File: src/rtl/tmr_pkg.sv
package tmr_pkg;
    localparam int CNT_W   = 8;
    localparam int ADDR_W  = 3;
    localparam int SYNC_N  = 2;
    localparam int NFLAG   = 3;

    localparam logic [ADDR_W-1:0] OFS_CTRL = 3'd0;
    localparam logic [ADDR_W-1:0] OFS_STAT = 3'd1;
    localparam logic [ADDR_W-1:0] OFS_CMPA = 3'd2;
    localparam logic [ADDR_W-1:0] OFS_CMPB = 3'd3;
    localparam logic [ADDR_W-1:0] OFS_CNT  = 3'd4;

    typedef enum logic [1:0] {
        CLR_NONE = 2'b00,
        CLR_ON_A = 2'b01,
        CLR_ON_B = 2'b10,
        CLR_PIN  = 2'b11
    } clr_mode_e;

    // Bit order fixed: 7 en_b, 6 en_a, 5 en_ovf, 4:3 mode, 2:0 clock select
    typedef struct packed {
        logic      en_b;
        logic      en_a;
        logic      en_ovf;
        clr_mode_e mode;
        logic [2:0] csel;
    } ctrl_t;

    // Status bit order: 2 cmb, 1 cma, 0 ovf
    typedef struct packed {
        logic cmb;
        logic cma;
        logic ovf;
    } flags_t;

    function automatic flags_t gate_irq(flags_t f, ctrl_t c);
        flags_t r;
        r.cmb = f.cmb & c.en_b;
        r.cma = f.cma & c.en_a;
        r.ovf = f.ovf & c.en_ovf;
        return r;
    endfunction
endpackage

File: src/rtl/tmr_edge_sync.sv
module tmr_edge_sync #(
    parameter int STAGES = tmr_pkg::SYNC_N
) (
    input  logic clk,
    input  logic rst,
    input  logic pin,
    output logic rise
);
    logic [STAGES:0] chain_q;

    always_ff @(posedge clk) begin
        if (rst) chain_q <= '0;
        else     chain_q <= {chain_q[STAGES-1:0], pin};
    end

    assign rise = chain_q[STAGES-1] & ~chain_q[STAGES];

    // an edge pulse lasts one cycle
    p_edge_single_r7: assert property (@(posedge clk) disable iff (rst)
        rise |=> !rise);
endmodule

File: src/rtl/tmr_counter.sv
module tmr_counter
    import tmr_pkg::*;
#(
    parameter int W = CNT_W
) (
    input  logic         clk,
    input  logic         rst,
    input  logic         count_en,
    input  clr_mode_e    mode,
    input  logic         pin_rise,
    input  logic         load,
    input  logic [W-1:0] load_val,
    input  logic [W-1:0] cmp_a,
    input  logic [W-1:0] cmp_b,
    output logic [W-1:0] cnt,
    output flags_t       evt
);
    localparam logic [W-1:0] TOP = {W{1'b1}};

    logic [W-1:0] cnt_q;
    logic pin_clr, adv, hit_a, hit_b, clr_hit;

    assign pin_clr = pin_rise & (mode == CLR_PIN);
    assign adv     = count_en & ~load & ~pin_clr;
    assign hit_a   = adv & (cnt_q == cmp_a);
    assign hit_b   = adv & (cnt_q == cmp_b);
    assign clr_hit = ((mode == CLR_ON_A) & hit_a) | ((mode == CLR_ON_B) & hit_b);

    always_comb begin
        evt.cma = hit_a;
        evt.cmb = hit_b;
        evt.ovf = adv & ~clr_hit & (cnt_q == TOP);
    end

    always_ff @(posedge clk) begin
        if (rst)          cnt_q <= '0;
        else if (load)    cnt_q <= load_val;
        else if (pin_clr) cnt_q <= '0;
        else if (adv)     cnt_q <= clr_hit ? '0 : cnt_q + W'(1);
    end

    assign cnt = cnt_q;

    // plain step adds one
    p_step_r3: assert property (@(posedge clk) disable iff (rst)
        (adv && !clr_hit) |=> cnt_q == $past(cnt_q) + W'(1));
    // no strobe, no load, no pin clear keeps value
    p_hold_r3: assert property (@(posedge clk) disable iff (rst)
        (!count_en && !load && !pin_clr) |=> $stable(cnt_q));
    // selected match returns to zero
    p_match_clear_r6: assert property (@(posedge clk) disable iff (rst)
        clr_hit |=> cnt_q == '0);
    // pin edge in pin mode zeroes the count
    p_pin_clear_r7: assert property (@(posedge clk) disable iff (rst)
        (pin_rise && mode == CLR_PIN && !load) |=> cnt_q == '0);
endmodule

File: src/rtl/tmr_flags.sv
module tmr_flags
    import tmr_pkg::*;
(
    input  logic   clk,
    input  logic   rst,
    input  flags_t set_evt,
    input  logic   rd_stat,
    input  logic   wr_stat,
    input  flags_t wdata,
    output flags_t flags
);
    logic [NFLAG-1:0] flag_q, arm_q, wipe;

    always_comb begin
        for (int i = 0; i < NFLAG; i++)
            wipe[i] = wr_stat & ~wdata[i] & arm_q[i];
    end

    always_ff @(posedge clk) begin
        if (rst) begin
            flag_q <= '0;
            arm_q  <= '0;
        end else begin
            flag_q <= set_evt | (flag_q & ~wipe);
            if (wr_stat)      arm_q <= '0;
            else if (rd_stat) arm_q <= flag_q;
        end
    end

    assign flags = flags_t'(flag_q);

    // a set event always leaves the flag at 1
    p_set_wins_r10: assert property (@(posedge clk) disable iff (rst)
        set_evt.ovf |=> flags.ovf);
    // without a status write or set event, flags hold
    p_flag_hold_r9: assert property (@(posedge clk) disable iff (rst)
        (!wr_stat && set_evt == '0) |=> $stable(flag_q));
endmodule

File: src/rtl/dual_cmp_timer.sv
module dual_cmp_timer
    import tmr_pkg::*;
(
    input  logic              clk,
    input  logic              rst,
    input  logic              count_en,
    input  logic              ext_clr_in,
    input  logic              bus_wr,
    input  logic              bus_rd,
    input  logic [ADDR_W-1:0] bus_addr,
    input  logic [CNT_W-1:0]  bus_wdata,
    output logic [CNT_W-1:0]  bus_rdata,
    output logic [2:0]        clk_sel,
    output logic              irq_cmb,
    output logic              irq_cma,
    output logic              irq_ovf
);
    ctrl_t            ctrl_q;
    logic [CNT_W-1:0] cmpa_q, cmpb_q, cnt;
    flags_t           evt, flags, irq;
    logic             pin_rise;

    always_ff @(posedge clk) begin
        if (rst) begin
            ctrl_q <= '0;
            cmpa_q <= '0;
            cmpb_q <= '0;
        end else if (bus_wr) begin
            if (bus_addr == OFS_CTRL) ctrl_q <= ctrl_t'(bus_wdata);
            if (bus_addr == OFS_CMPA) cmpa_q <= bus_wdata;
            if (bus_addr == OFS_CMPB) cmpb_q <= bus_wdata;
        end
    end

    tmr_edge_sync #(.STAGES(SYNC_N)) u_sync (
        .clk(clk), .rst(rst), .pin(ext_clr_in), .rise(pin_rise)
    );

    tmr_counter #(.W(CNT_W)) u_cnt (
        .clk(clk), .rst(rst), .count_en(count_en), .mode(ctrl_q.mode),
        .pin_rise(pin_rise), .load(bus_wr && bus_addr == OFS_CNT),
        .load_val(bus_wdata), .cmp_a(cmpa_q), .cmp_b(cmpb_q),
        .cnt(cnt), .evt(evt)
    );

    tmr_flags u_flags (
        .clk(clk), .rst(rst), .set_evt(evt),
        .rd_stat(bus_rd && bus_addr == OFS_STAT),
        .wr_stat(bus_wr && bus_addr == OFS_STAT),
        .wdata(flags_t'(bus_wdata[NFLAG-1:0])), .flags(flags)
    );

    always_comb begin
        case (bus_addr)
            OFS_CTRL: bus_rdata = ctrl_q;
            OFS_STAT: bus_rdata = {{(CNT_W-NFLAG){1'b0}}, flags};
            OFS_CMPA: bus_rdata = cmpa_q;
            OFS_CMPB: bus_rdata = cmpb_q;
            OFS_CNT:  bus_rdata = cnt;
            default:  bus_rdata = '0;
        endcase
    end

    assign irq     = gate_irq(flags, ctrl_q);
    assign irq_cmb = irq.cmb;
    assign irq_cma = irq.cma;
    assign irq_ovf = irq.ovf;
    assign clk_sel = ctrl_q.csel;

    // control register empty after reset
    p_reset_ctrl_r2: assert property (@(posedge clk)
        rst |=> ctrl_q == '0);
    // a wrap step raises the overflow flag
    p_wrap_flag_r4: assert property (@(posedge clk) disable iff (rst)
        (count_en && !bus_wr && cnt == 8'hFF && ctrl_q.mode == CLR_NONE) |=> flags.ovf);
endmodule

File: config.mk
export PLATFORM = sky130hd
export DESIGN_NAME = dual_cmp_timer
export DESIGN_NICKNAME = d
export VERILOG_FILES = /design/src/rtl/tmr_pkg.sv /design/src/rtl/tmr_edge_sync.sv /design/src/rtl/tmr_counter.sv /design/src/rtl/tmr_flags.sv /design/src/rtl/dual_cmp_timer.sv
export SDC_FILE = /design/constraint.sdc
export NUM_CORES = 1
export LEC_CHECK = 0
export BUFFER_PORTS_ARGS = -buffer_cell sky130_fd_sc_hd__buf_2
export CORE_ASPECT_RATIO = 0.6
export CORE_MARGIN = 4
export CORE_UTILIZATION = 40
export CTS_CLUSTER_SIZE = 14
export DETAILED_ROUTE_END_ITERATION = 8
export PLACE_DENSITY_LB_ADDON = 0.25
export SKIP_LAST_GASP = 1
export SLEW_MARGIN = 20
export SYNTH_ARGS = -nofsm -noshare
export SYNTH_HDL_FRONTEND = slang
export SYNTH_SLANG_ARGS = --single-unit
File: constraint.sdc
create_clock -name clk -period 1.8 [get_ports clk]
set_input_delay 0.27 -clock clk [delete_from_list [all_inputs] [get_ports clk]]
set_output_delay 0.27 -clock clk [all_outputs]
set_load 0.05 [all_outputs]
==> metrics.cfg <==
[yosys]
ys.warnings.count = 0
synth_edf_count = 0
yosys_most_used_dff = dfxtp_1
ys_ff_latch = 41
postSynth.asyncResetShare = 0
synthesis.area_um2 = 2370
synthesis.nets = 317
synthesis.instances = 299
synth_cell_type_count = 45
syn_area_per_cell_um2 = 7.92
seq_area_frac_synth = 0.347

[hold_path]
worstHoldPathCells = 2
min_path_type = in -> reg

[sta]
maxSlewViolCount = 0
rsz0062_at_grt = no
clock-skew-final_ns = 0.00387
fin_worst_hold_slack_ns = 0.184
final_min_period_over_clock_period = 0.949
setup_viol_count_final = 0
slew_headroom = 0.737
timing.fmax_mhz = 585
hold_violations = 0
max_slew.worst_pin.slew_ns = 0.390
layout_min_cycle_time_ns = 1.71

[run]
max_cap_viol_count = 0

[worst_setup_path]
timing.setup.critical_path_class = in -> out
required_ns = 1.53
worstPathMaxFanout = 14
reg2reg_depth = 5
worstSetupStartpointType = input port
arrival_time_at_the_worst_endpoint_ns = 1.44
worstSetupEndpointType = primary output

[floorplan]
floorplan.die.width_um = 107
initial_core_utilization = 0.419
floorplan.core_area_um2 = 5650
fp.dieArea_um2 = 7260
placement_rows = 21
chipHeight_um = 67.6
ios = 31

[global_route]
groute.usage.overall = 0.199
overflow = 0
antenna_found_initial = 0
grt_pass1_vias = 2068
pin_count_of_the_biggest_net_entering_global_routing = 27
grt_pass1_wl_um = 10900

[detailed_routing]
routed_via_count_divided_by_cell_count = 5.31
initialDrtViolationCount = 169
routed_wire_length_per_instance_um = 16.6
drt_pre_antenna_iters = 5
detail-route-antenna-nets = 0
route.vias.total = 2181
post-route-drc-count = 0
routed_wirelength_um = 6840

[placement]
dp_hpwl_um = 5160
port_buffer_count = 30
place_area_um2 = 2630
place.gp.congestion = 0.852

[clock_tree]
htree_depth = 2
postCtsHoldBufs = 0
cts_sinks = 41
clock-root-buffer = clkbuf_8
cts_setup_buffers = 0
cts-buffers-inserted = 5
insertion_delay_ns = 0.30
cts-resized-gates = 0
ctsLongestPathBuffers = 2
clk_pin_slew_ns = 0.08
tritoncts_clock_tree = built

[final_layout]
finish.net_count = 348
fillerInstances = 575
antenna_cells = 0
drive_gt1_frac = 0.215
multi_input_comb_area_um2 = 1380
area_growth_pct = 15.4
final_design_area_no_fill_um2 = 2730
layout.area.seq_um2 = 821

[outcome]
result_of_the_run = complete, no violations

[power]
finalPower_mw = 1.98
power_leakage_nw = 1.01
peakVddDrop_uv = 329
power_density_nw_per_um2 = 723

-- metal layers --
layer  vias up  track usage  routed length [um]
met3         6       0.0592                 642
met4         0       0.0472                  51
met5         -            0                   0
li1       1083            -                   -
met2        79        0.283                2820
met1      1013        0.290                3330
-- per-stage QoR --
step / instances / worst slack, ns / util / setup TNS (ns)
floorplan: 299 / -0.175 / - / -1.20
global placement: 403 / 0.0997 / 0.466 / 0
detailed placement: 403 / 0.0929 / 0.466 / 0
CTS: 411 / 0.105 / 0.484 / 0
global route: 411 / 0.0196 / 0.484 / 0
finish: 411 / 0.0919 / 0.484 / 0
-- cells in the final DEF (no fill, tap or decap), types with 2 or more instances in the layout --
cell type and n:
nand4b_1 2, o21ai_0 4, and4_1 2, mux2i_1 11, nand2b_1 3, nand3_1 3, o31ai_1 9, nor4_4 2
nor2b_1 4, nor3_1 3, a21oi_1 35, nand4_1 6, xnor2_2 3, xnor2_1 16, and2_1 4, clkbuf_8 7
dfxtp_1 41, buf_2 30, or2_2 3, nand2_1 73, a22oi_1 3, buf_4 19, o21ai_1 4, inv_1 4
o22ai_1 3, nor3b_1 2, or4_1 2, nor2_1 14
-- registers in the layout, summed over array words and instances (netlist names) --
signal	count
cmpb_q	8
cmpa_q	8
clk_sel	3
u_flags.arm_q	3
ctrl_q	5
u_cnt.cnt	8
u_flags.flags	3
u_sync.chain_q	3
-- cells by family (layout without fill, tap and decap cells) --
logic type / after synthesis / count (layout) / share of synthesized area
simple gates: 132 / 132 / 0.291
compound gates: 64 / 64 / 0.156
flops: 41 / 41 / 0.347
buf+inv: 30 / 62 / 0.0713
xor+xnor: 20 / 20 / 0.0835
mux: 11 / 11 / 0.0465
fa+ha+maj: 1 / 1 / 0.00528
-- path summary, 6_finish.rpt --
check	start	endpoint	slack (ns)
worst max register to register	u_cnt.cnt[1]	u_cnt.cnt[6]	0.17
worst min register to register	u_sync.chain_q[0]	u_sync.chain_q[1]	0.46
worst max-delay path	bus_addr[1]	bus_rdata[6]	0.09
worst min-delay path	ext_clr_in	u_sync.chain_q[0]	0.18
-- report_power, final --
part           switching [mW]  leakage [nW]  total (mW)  internal, mW
logic                   0.193         0.626       0.319         0.126
registers              0.0398         0.333       0.976         0.936
clock network           0.334        0.0542       0.681         0.347
total                   0.568          1.01        1.98          1.41
-- synthesized netlist by cell type (all sizes together) (3+ instances only) --
cell type	n	area, um2
o21ai	9	45.0
buf	17	119
nand2b	3	18.8
nor2b	4	25.0
inv	4	15.0
dfxtp	41	821
and2	4	25.0
nor3	3	15.0
nand3	3	15.0
mux2i	11	110
nand2	73	274
o22ai	3	18.8
clkbuf	9	35.0
or2	3	18.8
a21oi	35	175
nor2	14	52.6
o31ai	9	67.6
nor4	3	48.8
nand4	7	50.1
xnor2	19	189
a22oi	3	22.5
-- worst max-delay path, stage by stage --
cell	delay [ns]
buf_2	0.31
and2_1	0.30
a21oi_1	0.10
o21ai_1	0.16
buf_2	0.30
-- cell type report --
class / count / area share
multi-input combinational: 228 / 0.506
sequential: 41 / 0.300
timing repair buffer: 50 / 0.114
tap: 80 / 0.0366
clock buffer: 7 / 0.0353
inverter: 4 / 0.00549
clock inverter: 1 / 0.00183
Power figures use the tool's default switching activity.
